**config.mk**
```make
export PLATFORM = sky130hd
export DESIGN_NAME = uart_rx_core
export DESIGN_NICKNAME = d
export VERILOG_FILES = /design/src/rtl/uart_rx_pkg.sv /design/src/rtl/uart_rx_sync.sv /design/src/rtl/uart_rx_framer.sv /design/src/rtl/uart_rx_status.sv /design/src/rtl/uart_rx_core.sv
export SDC_FILE = /design/constraint.sdc
export NUM_CORES = 1
export LEC_CHECK = 0
export BUFFER_PORTS_ARGS = -buffer_cell sky130_fd_sc_hd__buf_2
export CAP_MARGIN = 30
export CORE_UTILIZATION = 45
export DETAILED_ROUTE_END_ITERATION = 10
export GPL_TIMING_DRIVEN = 1
export HOLD_SLACK_MARGIN = 0.03
export SETUP_SLACK_MARGIN = 0.5
export SYNTH_ARGS = -nofsm -noshare
export SYNTH_HDL_FRONTEND = slang
export SYNTH_SLANG_ARGS = --single-unit
```
**constraint.sdc**
```tcl
create_clock -name clk -period 5 [get_ports clk]
set_input_delay 0.75 -clock clk [delete_from_list [all_inputs] [get_ports clk]]
set_output_delay 0.75 -clock clk [all_outputs]
set_load 0.03 [all_outputs]
```
**src/rtl/uart_rx_pkg.sv**
```systemverilog
package uart_rx_pkg;

  // Widest character the engine accepts.
  localparam int unsigned RX_DATA_W = 8;

  typedef enum logic [2:0] {
    RX_IDLE  = 3'd0,
    RX_START = 3'd1,
    RX_DATA  = 3'd2,
    RX_PAR   = 3'd3,
    RX_STOP  = 3'd4
  } rx_state_e;

  typedef struct packed {
    logic [RX_DATA_W-1:0] data;
    logic                 par_bad;
    logic                 stop_bad;
  } rx_frame_t;

endpackage

```
**src/rtl/uart_rx_sync.sv**
```systemverilog
module uart_rx_sync #(
  parameter int unsigned STAGES = 2
) (
  input  logic clk,
  input  logic rst_n,
  input  logic async_i,
  output logic sync_o
);

  logic [STAGES-1:0] chain_q;
  logic [STAGES-1:0] chain_d;

  always_comb begin
    chain_d = {chain_q[STAGES-2:0], async_i};
  end

  // Reset to the idle (mark) level so no false start follows reset.
  always_ff @(posedge clk or negedge rst_n) begin
    if (!rst_n) begin
      chain_q <= '1;
    end else begin
      chain_q <= chain_d;
    end
  end

  assign sync_o = chain_q[STAGES-1];

endmodule

```
**src/rtl/uart_rx_framer.sv**
```systemverilog
module uart_rx_framer
  import uart_rx_pkg::*;
#(
  parameter int unsigned OVS    = 16,
  parameter int unsigned DATA_W = RX_DATA_W
) (
  input  logic      clk,
  input  logic      rst_n,
  input  logic      tick_i,
  input  logic      rxd_i,
  input  logic      cfg_8bit_i,
  input  logic      par_en_i,
  input  logic      par_odd_i,
  output logic      done_o,
  output rx_frame_t frame_o
);

  localparam int unsigned CNT_W = $clog2(OVS);
  localparam int unsigned IDX_W = $clog2(DATA_W);
  localparam logic [CNT_W-1:0] MID_CNT  = CNT_W'(OVS/2 - 1);
  localparam logic [CNT_W-1:0] LAST_CNT = CNT_W'(OVS - 1);
  localparam logic [IDX_W-1:0] IDX_WIDE = IDX_W'(DATA_W - 1);
  localparam logic [IDX_W-1:0] IDX_NARROW = IDX_W'(DATA_W - 2);

  rx_state_e          state_q, state_d;
  logic [CNT_W-1:0]   cnt_q, cnt_d;
  logic [IDX_W-1:0]   idx_q, idx_d;
  logic [DATA_W-1:0]  shreg_q, shreg_d;
  logic               parb_q, parb_d;
  logic               done_q, done_d;
  logic               par_bad_q, par_bad_d;
  logic               stop_bad_q, stop_bad_d;
  logic [IDX_W-1:0]   last_idx;
  logic               bit_mid;

  assign last_idx = cfg_8bit_i ? IDX_WIDE : IDX_NARROW;
  assign bit_mid  = (cnt_q == LAST_CNT);

  always_comb begin
    state_d    = state_q;
    cnt_d      = cnt_q;
    idx_d      = idx_q;
    shreg_d    = shreg_q;
    parb_d     = parb_q;
    done_d     = 1'b0;
    par_bad_d  = par_bad_q;
    stop_bad_d = stop_bad_q;
    if (tick_i) begin
      unique case (state_q)
        RX_IDLE: begin
          if (!rxd_i) begin
            state_d = RX_START;
            cnt_d   = '0;
          end
        end
        RX_START: begin
          if (cnt_q == MID_CNT) begin
            if (!rxd_i) begin
              state_d = RX_DATA;
              cnt_d   = '0;
              idx_d   = '0;
              shreg_d = '0;
            end else begin
              state_d = RX_IDLE;
            end
          end else begin
            cnt_d = cnt_q + 1'b1;
          end
        end
        RX_DATA: begin
          if (bit_mid) begin
            shreg_d[idx_q] = rxd_i;
            cnt_d          = '0;
            if (idx_q == last_idx) begin
              idx_d   = '0;
              state_d = par_en_i ? RX_PAR : RX_STOP;
            end else begin
              idx_d = idx_q + 1'b1;
            end
          end else begin
            cnt_d = cnt_q + 1'b1;
          end
        end
        RX_PAR: begin
          if (bit_mid) begin
            parb_d  = rxd_i;
            cnt_d   = '0;
            state_d = RX_STOP;
          end else begin
            cnt_d = cnt_q + 1'b1;
          end
        end
        RX_STOP: begin
          if (bit_mid) begin
            cnt_d      = '0;
            done_d     = 1'b1;
            stop_bad_d = !rxd_i;
            par_bad_d  = par_en_i & ((^shreg_q) ^ parb_q ^ par_odd_i);
            state_d    = RX_IDLE;
          end else begin
            cnt_d = cnt_q + 1'b1;
          end
        end
        default: state_d = RX_IDLE;
      endcase
    end
  end

  always_ff @(posedge clk or negedge rst_n) begin
    if (!rst_n) begin
      state_q    <= RX_IDLE;
      cnt_q      <= '0;
      idx_q      <= '0;
      shreg_q    <= '0;
      parb_q     <= 1'b0;
      done_q     <= 1'b0;
      par_bad_q  <= 1'b0;
      stop_bad_q <= 1'b0;
    end else begin
      state_q    <= state_d;
      cnt_q      <= cnt_d;
      idx_q      <= idx_d;
      shreg_q    <= shreg_d;
      parb_q     <= parb_d;
      done_q     <= done_d;
      par_bad_q  <= par_bad_d;
      stop_bad_q <= stop_bad_d;
    end
  end

  assign done_o           = done_q;
  assign frame_o.data     = shreg_q;
  assign frame_o.par_bad  = par_bad_q;
  assign frame_o.stop_bad = stop_bad_q;


  false_start_chk: assert property (@(posedge clk) disable iff (!rst_n)
    (state_q == RX_START && tick_i && cnt_q == MID_CNT && rxd_i) |=> (state_q == RX_IDLE));


  narrow_idx_chk: assert property (@(posedge clk) disable iff (!rst_n)
    (state_q == RX_DATA && !cfg_8bit_i) |-> (idx_q <= IDX_NARROW));


  par_state_chk: assert property (@(posedge clk) disable iff (!rst_n)
    (state_q == RX_PAR) |-> par_en_i);


  done_pulse_chk: assert property (@(posedge clk) disable iff (!rst_n)
    done_q |=> !done_q);

endmodule

```
**src/rtl/uart_rx_status.sv**
```systemverilog
module uart_rx_status
  import uart_rx_pkg::*;
(
  input  logic                 clk,
  input  logic                 rst_n,
  input  logic                 done_i,
  input  rx_frame_t            frame_i,
  input  logic                 rd_i,
  input  logic                 clr_ovr_i,
  input  logic                 clr_par_i,
  input  logic                 clr_frm_i,
  input  logic                 irq_en_i,
  output logic [RX_DATA_W-1:0] data_o,
  output logic                 full_o,
  output logic                 ovr_o,
  output logic                 par_o,
  output logic                 frm_o,
  output logic                 irq_done_o,
  output logic                 irq_err_o
);

  logic [RX_DATA_W-1:0] data_q, data_d;
  logic                 full_q, full_d;
  logic                 ovr_q, ovr_d;
  logic                 par_q, par_d;
  logic                 frm_q, frm_d;
  logic                 full_eff;

  // A read in the same cycle as a completion frees the register first.
  assign full_eff = full_q & ~rd_i;

  always_comb begin
    data_d = data_q;
    full_d = full_eff;
    ovr_d  = ovr_q & ~clr_ovr_i;
    par_d  = par_q & ~clr_par_i;
    frm_d  = frm_q & ~clr_frm_i;
    if (done_i) begin
      if (full_eff) begin
        ovr_d = 1'b1;
      end else begin
        data_d = frame_i.data;
        if (frame_i.par_bad) begin
          par_d = 1'b1;
        end
        if (frame_i.stop_bad) begin
          frm_d = 1'b1;
        end
        if (!frame_i.par_bad && !frame_i.stop_bad) begin
          full_d = 1'b1;
        end
      end
    end
  end

  always_ff @(posedge clk or negedge rst_n) begin
    if (!rst_n) begin
      data_q <= '0;
      full_q <= 1'b0;
      ovr_q  <= 1'b0;
      par_q  <= 1'b0;
      frm_q  <= 1'b0;
    end else begin
      data_q <= data_d;
      full_q <= full_d;
      ovr_q  <= ovr_d;
      par_q  <= par_d;
      frm_q  <= frm_d;
    end
  end

  assign data_o     = data_q;
  assign full_o     = full_q;
  assign ovr_o      = ovr_q;
  assign par_o      = par_q;
  assign frm_o      = frm_q;
  assign irq_done_o = irq_en_i & full_q;
  assign irq_err_o  = irq_en_i & (ovr_q | par_q | frm_q);


  full_rise_chk: assert property (@(posedge clk) disable iff (!rst_n)
    $rose(full_q) |-> $past(done_i));


  bad_frame_no_full_chk: assert property (@(posedge clk) disable iff (!rst_n)
    (done_i && !full_q && (frame_i.par_bad || frame_i.stop_bad)) |=> !full_q);


  overrun_hold_chk: assert property (@(posedge clk) disable iff (!rst_n)
    (done_i && full_q && !rd_i) |=> (full_q && ovr_q && $stable(data_q)));


  par_sticky_chk: assert property (@(posedge clk) disable iff (!rst_n)
    (par_q && !clr_par_i) |=> par_q);


  frm_sticky_chk: assert property (@(posedge clk) disable iff (!rst_n)
    (frm_q && !clr_frm_i) |=> frm_q);

endmodule

```
**src/rtl/uart_rx_core.sv**
```systemverilog
module uart_rx_core
  import uart_rx_pkg::*;
#(
  parameter int unsigned OVS         = 16,
  parameter int unsigned SYNC_STAGES = 2
) (
  input  logic                 clk,
  input  logic                 rst_n,
  input  logic                 rx_line_i,
  input  logic                 baud_tick_i,
  input  logic                 cfg_8bit_i,
  input  logic                 cfg_par_en_i,
  input  logic                 cfg_par_odd_i,
  input  logic                 cfg_irq_en_i,
  input  logic                 rd_strobe_i,
  input  logic                 clr_ovr_i,
  input  logic                 clr_par_i,
  input  logic                 clr_frm_i,
  output logic [RX_DATA_W-1:0] rx_data_o,
  output logic                 rx_full_o,
  output logic                 ovr_err_o,
  output logic                 par_err_o,
  output logic                 frm_err_o,
  output logic                 irq_done_o,
  output logic                 irq_err_o
);

  logic      rxd_sync;
  logic      frame_done;
  rx_frame_t frame;

  uart_rx_sync #(
    .STAGES (SYNC_STAGES)
  ) sync_i (
    .clk     (clk),
    .rst_n   (rst_n),
    .async_i (rx_line_i),
    .sync_o  (rxd_sync)
  );

  uart_rx_framer #(
    .OVS    (OVS),
    .DATA_W (RX_DATA_W)
  ) framer_i (
    .clk        (clk),
    .rst_n      (rst_n),
    .tick_i     (baud_tick_i),
    .rxd_i      (rxd_sync),
    .cfg_8bit_i (cfg_8bit_i),
    .par_en_i   (cfg_par_en_i),
    .par_odd_i  (cfg_par_odd_i),
    .done_o     (frame_done),
    .frame_o    (frame)
  );

  uart_rx_status status_i (
    .clk        (clk),
    .rst_n      (rst_n),
    .done_i     (frame_done),
    .frame_i    (frame),
    .rd_i       (rd_strobe_i),
    .clr_ovr_i  (clr_ovr_i),
    .clr_par_i  (clr_par_i),
    .clr_frm_i  (clr_frm_i),
    .irq_en_i   (cfg_irq_en_i),
    .data_o     (rx_data_o),
    .full_o     (rx_full_o),
    .ovr_o      (ovr_err_o),
    .par_o      (par_err_o),
    .frm_o      (frm_err_o),
    .irq_done_o (irq_done_o),
    .irq_err_o  (irq_err_o)
  );


  irq_gate_chk: assert property (@(posedge clk) disable iff (!rst_n)
    (!cfg_irq_en_i) |-> (!irq_done_o && !irq_err_o));

endmodule

```
==> reports/results.tsv, run 1 <==
stage	metric	value	unit
setup_path	crit_type	reg -> reg	
routing	drtIter0Drc	64	
timing	setup_tns	0	ns
timing	setup_viol_count_final	0	
routing	drc	0	
routing	wl	3540	µm
cells_and_area	regArea	903	µm²
global_routing	grt_pass1_vias	1338	
clock_tree	cts_buffer_depth	2	
synth	syn-cell-area	1880	µm²
placed_design	gp_congestion	0.812	
placed_design	io_buffers	25	
setup_path	cp.buffers_inverters	0	
floorplan	die_x	66.7	µm
cells_and_area	area_delta_synth_final	13.4	%
timing	clock_skew	0.00576	ns
clock_tree	clk_latency	0.28	ns
synth	synthFlopType	dfrtp_1	
synth	avgSynthCellArea	10.3	µm²
timing	fmax	0.491	GHz
cells_and_area	antennaDiodeCount	0	
setup_path	endpoint_kind	register	
clock_tree	cts_resized	0	
setup_path	slowest_stage	or3b_1	
synth	synth_cell_types	51	
clock_tree	path_clk_slew	0.07	ns
clock_tree	post_cts_buffers	0	
power	powerDensity	480	nW/µm²
timing	slew_viol_final	0	
floorplan	initial_core_util	47.1	%
power	p_switching	0.373	mW
clock_tree	cts_num_sinks	36	
setup_path	crit_arrival	2.21	ns
timing	worstMarginPinSlew	0.796	ns
synth	ys_seq_area_share	48.0	%
cells_and_area	multi_input_area	891	µm²
timing	holdWs	0.358	ns
clock_tree	cts_buffers	5	
setup_path	critPathMaxStageDelay	0.58	ns
timing	maxSlewHeadroom	47.0	%
power	ir_drop	264	µV
power	p_seq_share	42.2	%
clock_tree	cts_max_level	2	
power	pwr-share-comb	33.4	%
cells_and_area	fillers	366	
floorplan	die_y	66.7	µm
timing	period_share	40.8	%
synth	synth_edf_count	0	
power	p_clk_share	24.4	%
setup_path	path_cells	or3b_1, a31oi_2, nor3_1, and2_4, mux2_4	
routing	viasPerCell	5.43	
routing	ant_nets	0	
power	swShare	36.4	%
synth	ys_ff_latch	36	
placed_design	place_hpwl	2550	µm
cells_and_area	layout-drive-gt1-share	25.5	%
routing	vias	1401	
floorplan	die-area	4450	µm²
setup_path	required	5.17	ns
global_routing	grt_max_degree	37	
setup_path	critPathTopFamily	simple AND/OR/NAND/NOR gates	
global_routing	grt_first_pass_wirelength	5830	µm
clock_tree	root_buffer	clkbuf_8	
routing	dr.pass1.iters	4	
power	p_int	0.652	mW
global_routing	grt_overflow	0	
floorplan	placementRows	23	
job	maxCapViolCount	0	
global_routing	grt_antenna_before_repair	0	
timing	finalCriticalPeriod	2.04	ns
outcome	status	finished, final reports clean	
timing	hold_viol	0	
synth	async_flop_share	100	%
synth	syn_nets	197	
global_routing	grtUsageTotal	17.9	%
cells_and_area	fin_nets	221	
power	power_leakage	0.984	nW
worst_hold_path	min_path_type	reg -> reg	
setup_path	crit_fanout	16	
clock_tree	cts_tree	yes	
synth	ys_warn_count	0	
floorplan	ios	26	
clock_tree	cts_hold_buffers	0	
synth	netlist_instances	183	
floorplan	core	4000	µm²
routing	wl_per_cell	13.7	µm
timing	rsz0062_at_grt	no	
setup_path	start_kind	register	
[per-layer routing]
| metal | global-route usage, % | wire (µm) | vias to the layer above |
|---|---|---|---|
| met5 | 0 | 0 | - |
| met2 | 31.3 | 1650 | 36 |
| met4 | 7.18 | 55 | 0 |
| li1 | - | - | 699 |
| met1 | 20.5 | 1680 | 660 |
| met3 | 4.62 | 159 | 6 |
[worst reg2reg max path, cell delays in order (launching register included)]
cell and delay (ns):
dfrtp_1 0.52, or3b_1 0.59, a31oi_2 0.25, nor3_1 0.10, and2_4 0.18, mux2_4 0.29
[sequential cells by signal (all words and copies together) (netlist names), 2 cells and up]
| name | flops |
|---|---|
| framer_i.state_q | 3 |
| framer_i.shreg_q | 8 |
| status_i.data_o | 8 |
| framer_i.idx_q | 3 |
| sync_i.chain_q | 2 |
| framer_i.cnt_q | 4 |
[stage by stage]
stage / worst slack [ns] / util (%) / cell area, µm² / instances / power, mW
6_report: 2.96 / 53.4 / 2130 / 258 / 1.03
5_1_grt: 2.83 / 53.4 / 2130 / 258 / 1.10
4_1_cts: 2.95 / 53.4 / 2130 / 258 / 1.03
3_5_place_dp: 2.94 / 50.6 / 2020 / 250 / 0.779
3_3_place_gp: 2.96 / 50.6 / 2020 / 250 / 0.765
2_1_floorplan: 3.16 / - / 1880 / 183 / 0.718
[power groups by stage]
stage / sequential, mW / clock (mW) / combinational (mW)
after floorplan: 0.385 / 0 / 0.333
after global placement: 0.432 / 0 / 0.332
after detailed placement: 0.436 / 0 / 0.343
after CTS: 0.431 / 0.258 / 0.344
after global routing: 0.444 / 0.272 / 0.389
final: 0.433 / 0.250 / 0.342
[cell usage after synthesis, types with 2 or more instances]
library cell	number	area, µm²
dfrtp_1	34	851
o21ai_0	16	80.1
nor2_1	12	45.0
inv_1	11	41.3
nand2_1	11	41.3
mux2_2	9	101
o21ai_1	8	40.0
xnor2_1	8	70.1
o22ai_1	5	31.3
a21oi_1	4	20.0
clkbuf_1	4	15.0
nand2b_1	4	25.0
nor3_1	4	20.0
mux2i_1	3	30.0
nand3_1	3	15.0
o31ai_1	3	22.5
a31oi_1	2	12.5
and2_1	2	12.5
buf_2	2	10.0
buf_6	2	22.5
dfstp_2	2	52.6
ha_1	2	25.0
nand3b_1	2	15.0
nor2b_1	2	12.5
or3b_1	2	17.5
[final timing paths]
kind,from,end,slack (ns),depth (start not counted)
worst max-delay path,framer_i.state_q[2],framer_i.state_q[2],2.96,5
worst min-delay path,sync_i.chain_q[0],sync_i.chain_q[1],0.36,0
worst max register to register,framer_i.state_q[2],framer_i.state_q[2],2.96,5
worst min register to register,sync_i.chain_q[0],sync_i.chain_q[1],0.36,0
max in group asynchronous,rst_n,framer_i.state_q[0],3.94,1
min in group asynchronous,rst_n,status_i.full_o,0.55,1
[kinds of logic (layout without fill, tap and decap cells)]
kind of cell | Yosys count | after routing | synth area share [%]
simple gates | 52 | 52 | 15.4
xor+xnor | 10 | 10 | 5.38
compound gates | 51 | 51 | 17.4
buf+inv | 19 | 44 | 4.72
mux | 13 | 13 | 7.77
flops | 36 | 36 | 48.0
fa+ha+maj | 2 | 2 | 1.33
[cell type report]
class | count | share of cell area, %
Sequential cell | 36 | 42.3
Clock inverter | 3 | 1.99
Tap cell | 50 | 2.93
Clock buffer | 5 | 3.22
Multi-Input combinational cell | 128 | 41.7
Inverter | 11 | 1.93
Timing Repair Buffer | 25 | 5.86
[placed cells by master (no fill, tap or decap), types with 2 or more instances in the layout]
master	netlist	layout
nand3_1	3	3
o21ai_1	8	8
buf_2	2	25
clkbuf_8	0	5
o21ai_0	16	16
xnor2_1	8	8
mux2i_1	3	3
dfstp_2	2	2
ha_1	2	2
nand2_1	11	11
nand2b_1	4	4
nor2_1	12	12
o22ai_1	5	5
dfrtp_1	34	34
mux2_2	9	9
nor2b_1	2	2
inv_1	11	11
nand3b_1	2	2
o31ai_1	3	3
a31oi_1	2	2
and2_1	2	2
or3b_1	2	2
a21oi_1	4	4
nor3_1	4	4
(Power assumes the default switching activity.)
==> run 2, diff against run 1 <==
==> constraint.sdc (replaced) <==
create_clock -name clk -period 1.9 [get_ports clk]
set_input_delay 0.285 -clock clk [delete_from_list [all_inputs] [get_ports clk]]
set_output_delay 0.285 -clock clk [all_outputs]
set_load 0.03 [all_outputs]
==> reports/results.tsv, run 2 (synthesized netlist as in run 1, its figures left out) <==
stage	metric	value	unit
cells_and_area	utilization	61.4	%
cells_and_area	stdcell_count	282	
timing	setup_viol_count_final	0	
power	power_leakage	1.13	nW
cells_and_area	multi_input_area	1020	µm²
clock_tree	cts_buffers	5	
clock_tree	cts_buffer_depth	2	
cells_and_area	regArea	907	µm²
routing	wl_per_cell	14.8	µm
clock_tree	cts_num_sinks	36	
power	ir_drop	931	µV
cells_and_area	area_delta_synth_final	30.4	%
setup_path	r2r-end	framer_i.shreg_q[0]	
clock_tree	cts_hold_buffers	0	
power	p_int	2.08	mW
timing	rsz0062_at_grt	yes	
cells_and_area	antennaDiodeCount	0	
timing	slew_viol_final	0	
global_routing	grt_max_degree	37	
timing	period_share	94.2	%
placed_design	place_hpwl	2750	µm
setup_path	crit_type	reg -> reg	
routing	viasPerCell	5.49	
power	pwr-share-comb	47.3	%
worst_hold_path	min_path_type	in -> async	
timing	fmax	0.559	GHz
setup_path	endpoint_kind	register	
global_routing	grt_antenna_before_repair	0	
routing	wl	4180	µm
cells_and_area	layout_common_cells	31 x dfrtp_1, 24 x buf_2, 20 x buf_4, 13 x o21ai_1	
floorplan	core	4000	µm²
placed_design	post-place-ws	0.0426	ns
timing	worstMarginPinSlew	0.789	ns
timing	clock_skew	0.00396	ns
power	finalPower	3.29	mW
setup_path	required	2.07	ns
floorplan	ios	26	
cells_and_area	layout_commonest_cell	dfrtp_1	
floorplan	die_x	66.7	µm
routing	drc	0	
power	swShare	36.9	%
setup_path	regToRegStartpoint	framer_i.cnt_q[0]	
timing	setup_slack	0.111	ns
setup_path	crit_arrival	1.96	ns
clock_tree	root_buffer	clkbuf_8	
routing	dr.pass1.iters	5	
global_routing	grt_overflow	0	
timing	finalCriticalPeriod	1.79	ns
timing	hold_viol	0	
placed_design	gp_congestion	0.877	
global_routing	grt_pass1_vias	1514	
job	maxCapViolCount	0	
global_routing	grt_first_pass_wirelength	7000	µm
placed_design	dp_cells	258	
setup_path	start_kind	register	
outcome	status	finished, final reports clean	
floorplan	die_y	66.7	µm
floorplan	die-area	4450	µm²
clock_tree	cts_max_level	2	
setup_path	rrSetupSlack	0.11	ns
timing	maxSlewHeadroom	47.4	%
setup_path	r2r_cells	6	
cells_and_area	fin_nets	245	
power	p_clk_share	20.3	%
setup_path	crit_fanout	7	
clock_tree	clk_latency	0.29	ns
cells_and_area	layout-drive-gt1-share	42.2	%
routing	ant_nets	0	
routing	drtIter0Drc	63	
clock_tree	cts_tree	yes	
power	p_seq_share	32.4	%
routing	vias	1548	
clock_tree	path_clk_slew	0.07	ns
global_routing	grtUsageTotal	21.3	%
timing	setup_tns	0	ns
power	p_switching	1.21	mW
cells_and_area	fillers	330	
power	powerDensity	1340	nW/µm²
placed_design	io_buffers	25	
floorplan	placementRows	23	
floorplan	initial_core_util	47.1	%
-- run 2: power by group through the flow --
stage	combinational [mW]	clock, mW	sequential, mW
final	1.56	0.670	1.07
after CTS	1.45	0.687	1.07
after floorplan	0.985	0	1.03
after detailed placement	1.14	0	1.09
after global routing	1.70	0.721	1.09
after global placement	1.11	0	1.08
-- run 2: critical path: stages, from the launching register on --
cell,delay [ns]
dfrtp_1,0.40
ha_4,0.16
and2_4,0.16
a221oi_4,0.09
or4b_4,0.63
o21ai_1,0.15
o31ai_1,0.09
-- run 2: worst max-delay path by stage --
stage	startpoint	end	slack, ns	cells past startpoint
3_3_place_gp	framer_i.state_q[1]	framer_i.shreg_q[1]	0.11	5
5_1_grt	framer_i.cnt_q[0]	framer_i.shreg_q[0]	0.05	6
4_1_cts	framer_i.cnt_q[0]	framer_i.shreg_q[0]	0.14	6
6_report	framer_i.cnt_q[0]	framer_i.shreg_q[0]	0.11	6
3_5_place_dp	framer_i.state_q[1]	framer_i.shreg_q[1]	0.04	5
2_1_floorplan	framer_i.state_q[1]	framer_i.idx_q[2]	0.15	7
-- run 2: repair_timing --
item                                    4_1_cts  5_1_grt
hold endpoints to repair                      0        0
cloned                                        1        0
pin swaps                                    19        4
setup buffers                                12        3
resized for setup                            28        7
endpoints found under the setup margin       22       22
-- run 2: layer usage --
metal  vias up  share of wire [%]  track usage (%)
met5         -                  0                0
met4         0                2.1             9.57
met3         9                3.2             3.77
met2        37                 50             36.0
met1       751                 45             26.3
li1        751                  -                -
-- run 2: cell type report --
cell class | count | share of cell area, %
Clock buffer | 6 | 2.95
Clock inverter | 2 | 1.43
Inverter | 11 | 1.68
Multi-Input combinational cell | 129 | 41.6
Sequential cell | 36 | 36.9
Tap cell | 50 | 2.55
Timing Repair Buffer | 48 | 12.8
-- run 2: through the flow --
stage                     area, µm²  hold WS [ns]
after floorplan                1950       -0.0106
after global placement         2130         0.347
after detailed placement       2130         0.349
after CTS                      2410        0.0786
after global routing           2460        0.0758
final                          2460        0.0712
==> run 3, diff against run 2 <==
--- a/config.mk
+++ b/config.mk
@@ -7,10 +7,11 @@
 export LEC_CHECK = 0
 export BUFFER_PORTS_ARGS = -buffer_cell sky130_fd_sc_hd__buf_2
 export CAP_MARGIN = 30
-export CORE_UTILIZATION = 45
+export CORE_UTILIZATION = 56
 export DETAILED_ROUTE_END_ITERATION = 10
 export GPL_TIMING_DRIVEN = 1
 export HOLD_SLACK_MARGIN = 0.03
+export PLACE_DENSITY = 0.78
 export SETUP_SLACK_MARGIN = 0.5
 export SYNTH_ARGS = -nofsm -noshare
 export SYNTH_HDL_FRONTEND = slang
==> reports/results.tsv, run 3 (synthesized netlist as in run 1, its figures left out) <==
stage	metric	value	unit
cells_and_area	layout-drive-gt1-share	48.4	%
outcome	status	finished, final reports clean	
power	p_switching	1.33	mW
timing	setup_tns	0	ns
setup_path	r2r_cells	5	
cells_and_area	layout_commonest_cell	dfrtp_1	
timing	rsz0062_at_grt	yes	
power	power_leakage	1.20	nW
global_routing	grt_antenna_before_repair	0	
clock_tree	cts_tree	yes	
setup_path	endpoint_kind	register	
timing	hold_viol	0	
routing	vias	1658	
timing	maxSlewHeadroom	47.1	%
clock_tree	cts_max_level	2	
power	p_seq_share	31.4	%
setup_path	crit_fanout	6	
floorplan	die_y	60.0	µm
timing	finalCriticalPeriod	1.84	ns
setup_path	required	2.14	ns
cells_and_area	layout_common_cells	30 x dfrtp_1, 28 x buf_4, 24 x buf_2, 13 x o21ai_1, 11 x inv_1	
worst_hold_path	hold-path-cell-count	2	
floorplan	ios	26	
clock_tree	root_buffer	clkbuf_4	
power	p_clk_share	15.7	%
timing	slew_viol_final	0	
power	ir_drop	925	µV
routing	drtIter0Drc	71	
routing	ant_nets	0	
global_routing	grt_max_degree	37	
floorplan	die-area	3600	µm²
routing	wl	4650	µm
clock_tree	clk_latency	0.34	ns
placed_design	io_buffers	25	
routing	dr.pass1.iters	5	
clock_tree	cts_num_sinks	36	
floorplan	die_x	60.0	µm
job	maxCapViolCount	0	
cells_and_area	fillers	160	
cells_and_area	fin_nets	257	
routing	wl_per_cell	16.1	µm
power	powerDensity	1330	nW/µm²
global_routing	grt_first_pass_wirelength	7140	µm
timing	worstMarginPinSlew	0.794	ns
power	finalPower	3.41	mW
cells_and_area	multi_input_area	1060	µm²
clock_tree	cts_buffers	5	
power	p_int	2.09	mW
floorplan	placementRows	20	
clock_tree	cts_buffer_depth	2	
setup_path	start_kind	register	
cells_and_area	design_area	2560	µm²
cells_and_area	antennaDiodeCount	0	
worst_hold_path	min_to	status_i.frm_o	
power	swShare	38.9	%
placed_design	gp_congestion	0.925	
placed_design	place_hpwl	2640	µm
timing	clock_skew	0.00270	ns
timing	fmax	0.545	GHz
clock_tree	path_clk_slew	0.11	ns
worst_hold_path	hp-start	clr_frm_i	
global_routing	grtUsageTotal	27.1	%
routing	viasPerCell	5.76	
setup_path	regToRegStartpoint	framer_i.state_q[0]	
floorplan	initial_core_util	60.2	%
setup_path	crit_type	reg -> reg	
routing	drc	0	
floorplan	core	3130	µm²
cells_and_area	regArea	908	µm²
timing	setup_viol_count_final	0	
placed_design	postPlaceCellArea	2110	µm²
setup_path	rrSetupSlack	0.06	ns
power	pwr-share-comb	52.8	%
cells_and_area	utilization	82.0	%
setup_path	r2r-end	framer_i.state_q[2]	
timing	period_share	96.6	%
global_routing	grt_overflow	0	
setup_path	crit_arrival	2.07	ns
worst_hold_path	min_path_type	in -> reg	
global_routing	grt_pass1_vias	1576	
cells_and_area	area_delta_synth_final	36.2	%
[run 3: per-stage QoR]
stage          std cells  worst slack (ns)  hold WS, ns
2_1_floorplan        183             0.150      -0.0106
3_3_place_gp         251             0.132        0.349
3_5_place_dp         251            0.0656        0.350
4_1_cts              275             0.140        0.110
5_1_grt              288            0.0269        0.106
6_report             288            0.0650        0.118
[run 3: how the worst max path moves through the flow]
stage,start,end,slack (ns),cells past startpoint
5_1_grt,framer_i.cnt_q[1],framer_i.idx_q[2],0.03,6
3_5_place_dp,framer_i.state_q[1],framer_i.shreg_q[1],0.07,5
4_1_cts,framer_i.state_q[0],framer_i.state_q[2],0.14,5
6_report,framer_i.state_q[0],framer_i.state_q[2],0.06,5
3_3_place_gp,framer_i.state_q[1],framer_i.shreg_q[1],0.13,5
2_1_floorplan,framer_i.state_q[1],framer_i.idx_q[2],0.15,7
[run 3: final cells by class]
cell class              count  area share (%)
well taps                  44            2.15
multi-input cells         129            41.4
inverters                  11            1.61
clock buffers               5            1.46
repair buffers             60            16.3
clock inverters             3            1.66
flip-flops and latches     36            35.4
[run 3: timing repair]
item | in CTS | in global routing
pin swaps | 22 | 19
buffers inserted | 13 | 13
hold buffers | 2 | 0
hold endpoints to repair | 13 | 0
resized for setup | 33 | 17
cloned | 1 | 0
endpoints found under the setup margin | 22 | 23
[run 3: worst max-delay path: stages (launching register included)]
cell      delay (ns)
dfrtp_2         0.49
or2b_4          0.30
a221oi_4        0.38
nor2_2          0.09
and2_4          0.18
mux2_4          0.29
[run 3: per-layer routing]
layer / vias up / wire (µm) / global-route usage (%)
met5: - / 0 / 0
met1: 800 / 1920 / 31.7
met4: 0 / 142 / 10.6
met3: 15 / 242 / 6.28
li1: 777 / - / -
met2: 66 / 2350 / 47.8
[run 3: power groups by stage]
stage / Sequential, mW / Combinational (mW) / Clock [mW]
global placement: 1.07 / 1.09 / 0
CTS: 1.06 / 1.47 / 0.548
global route: 1.09 / 1.92 / 0.578
floorplan: 1.03 / 0.985 / 0
detailed placement: 1.09 / 1.12 / 0
finish: 1.07 / 1.80 / 0.537
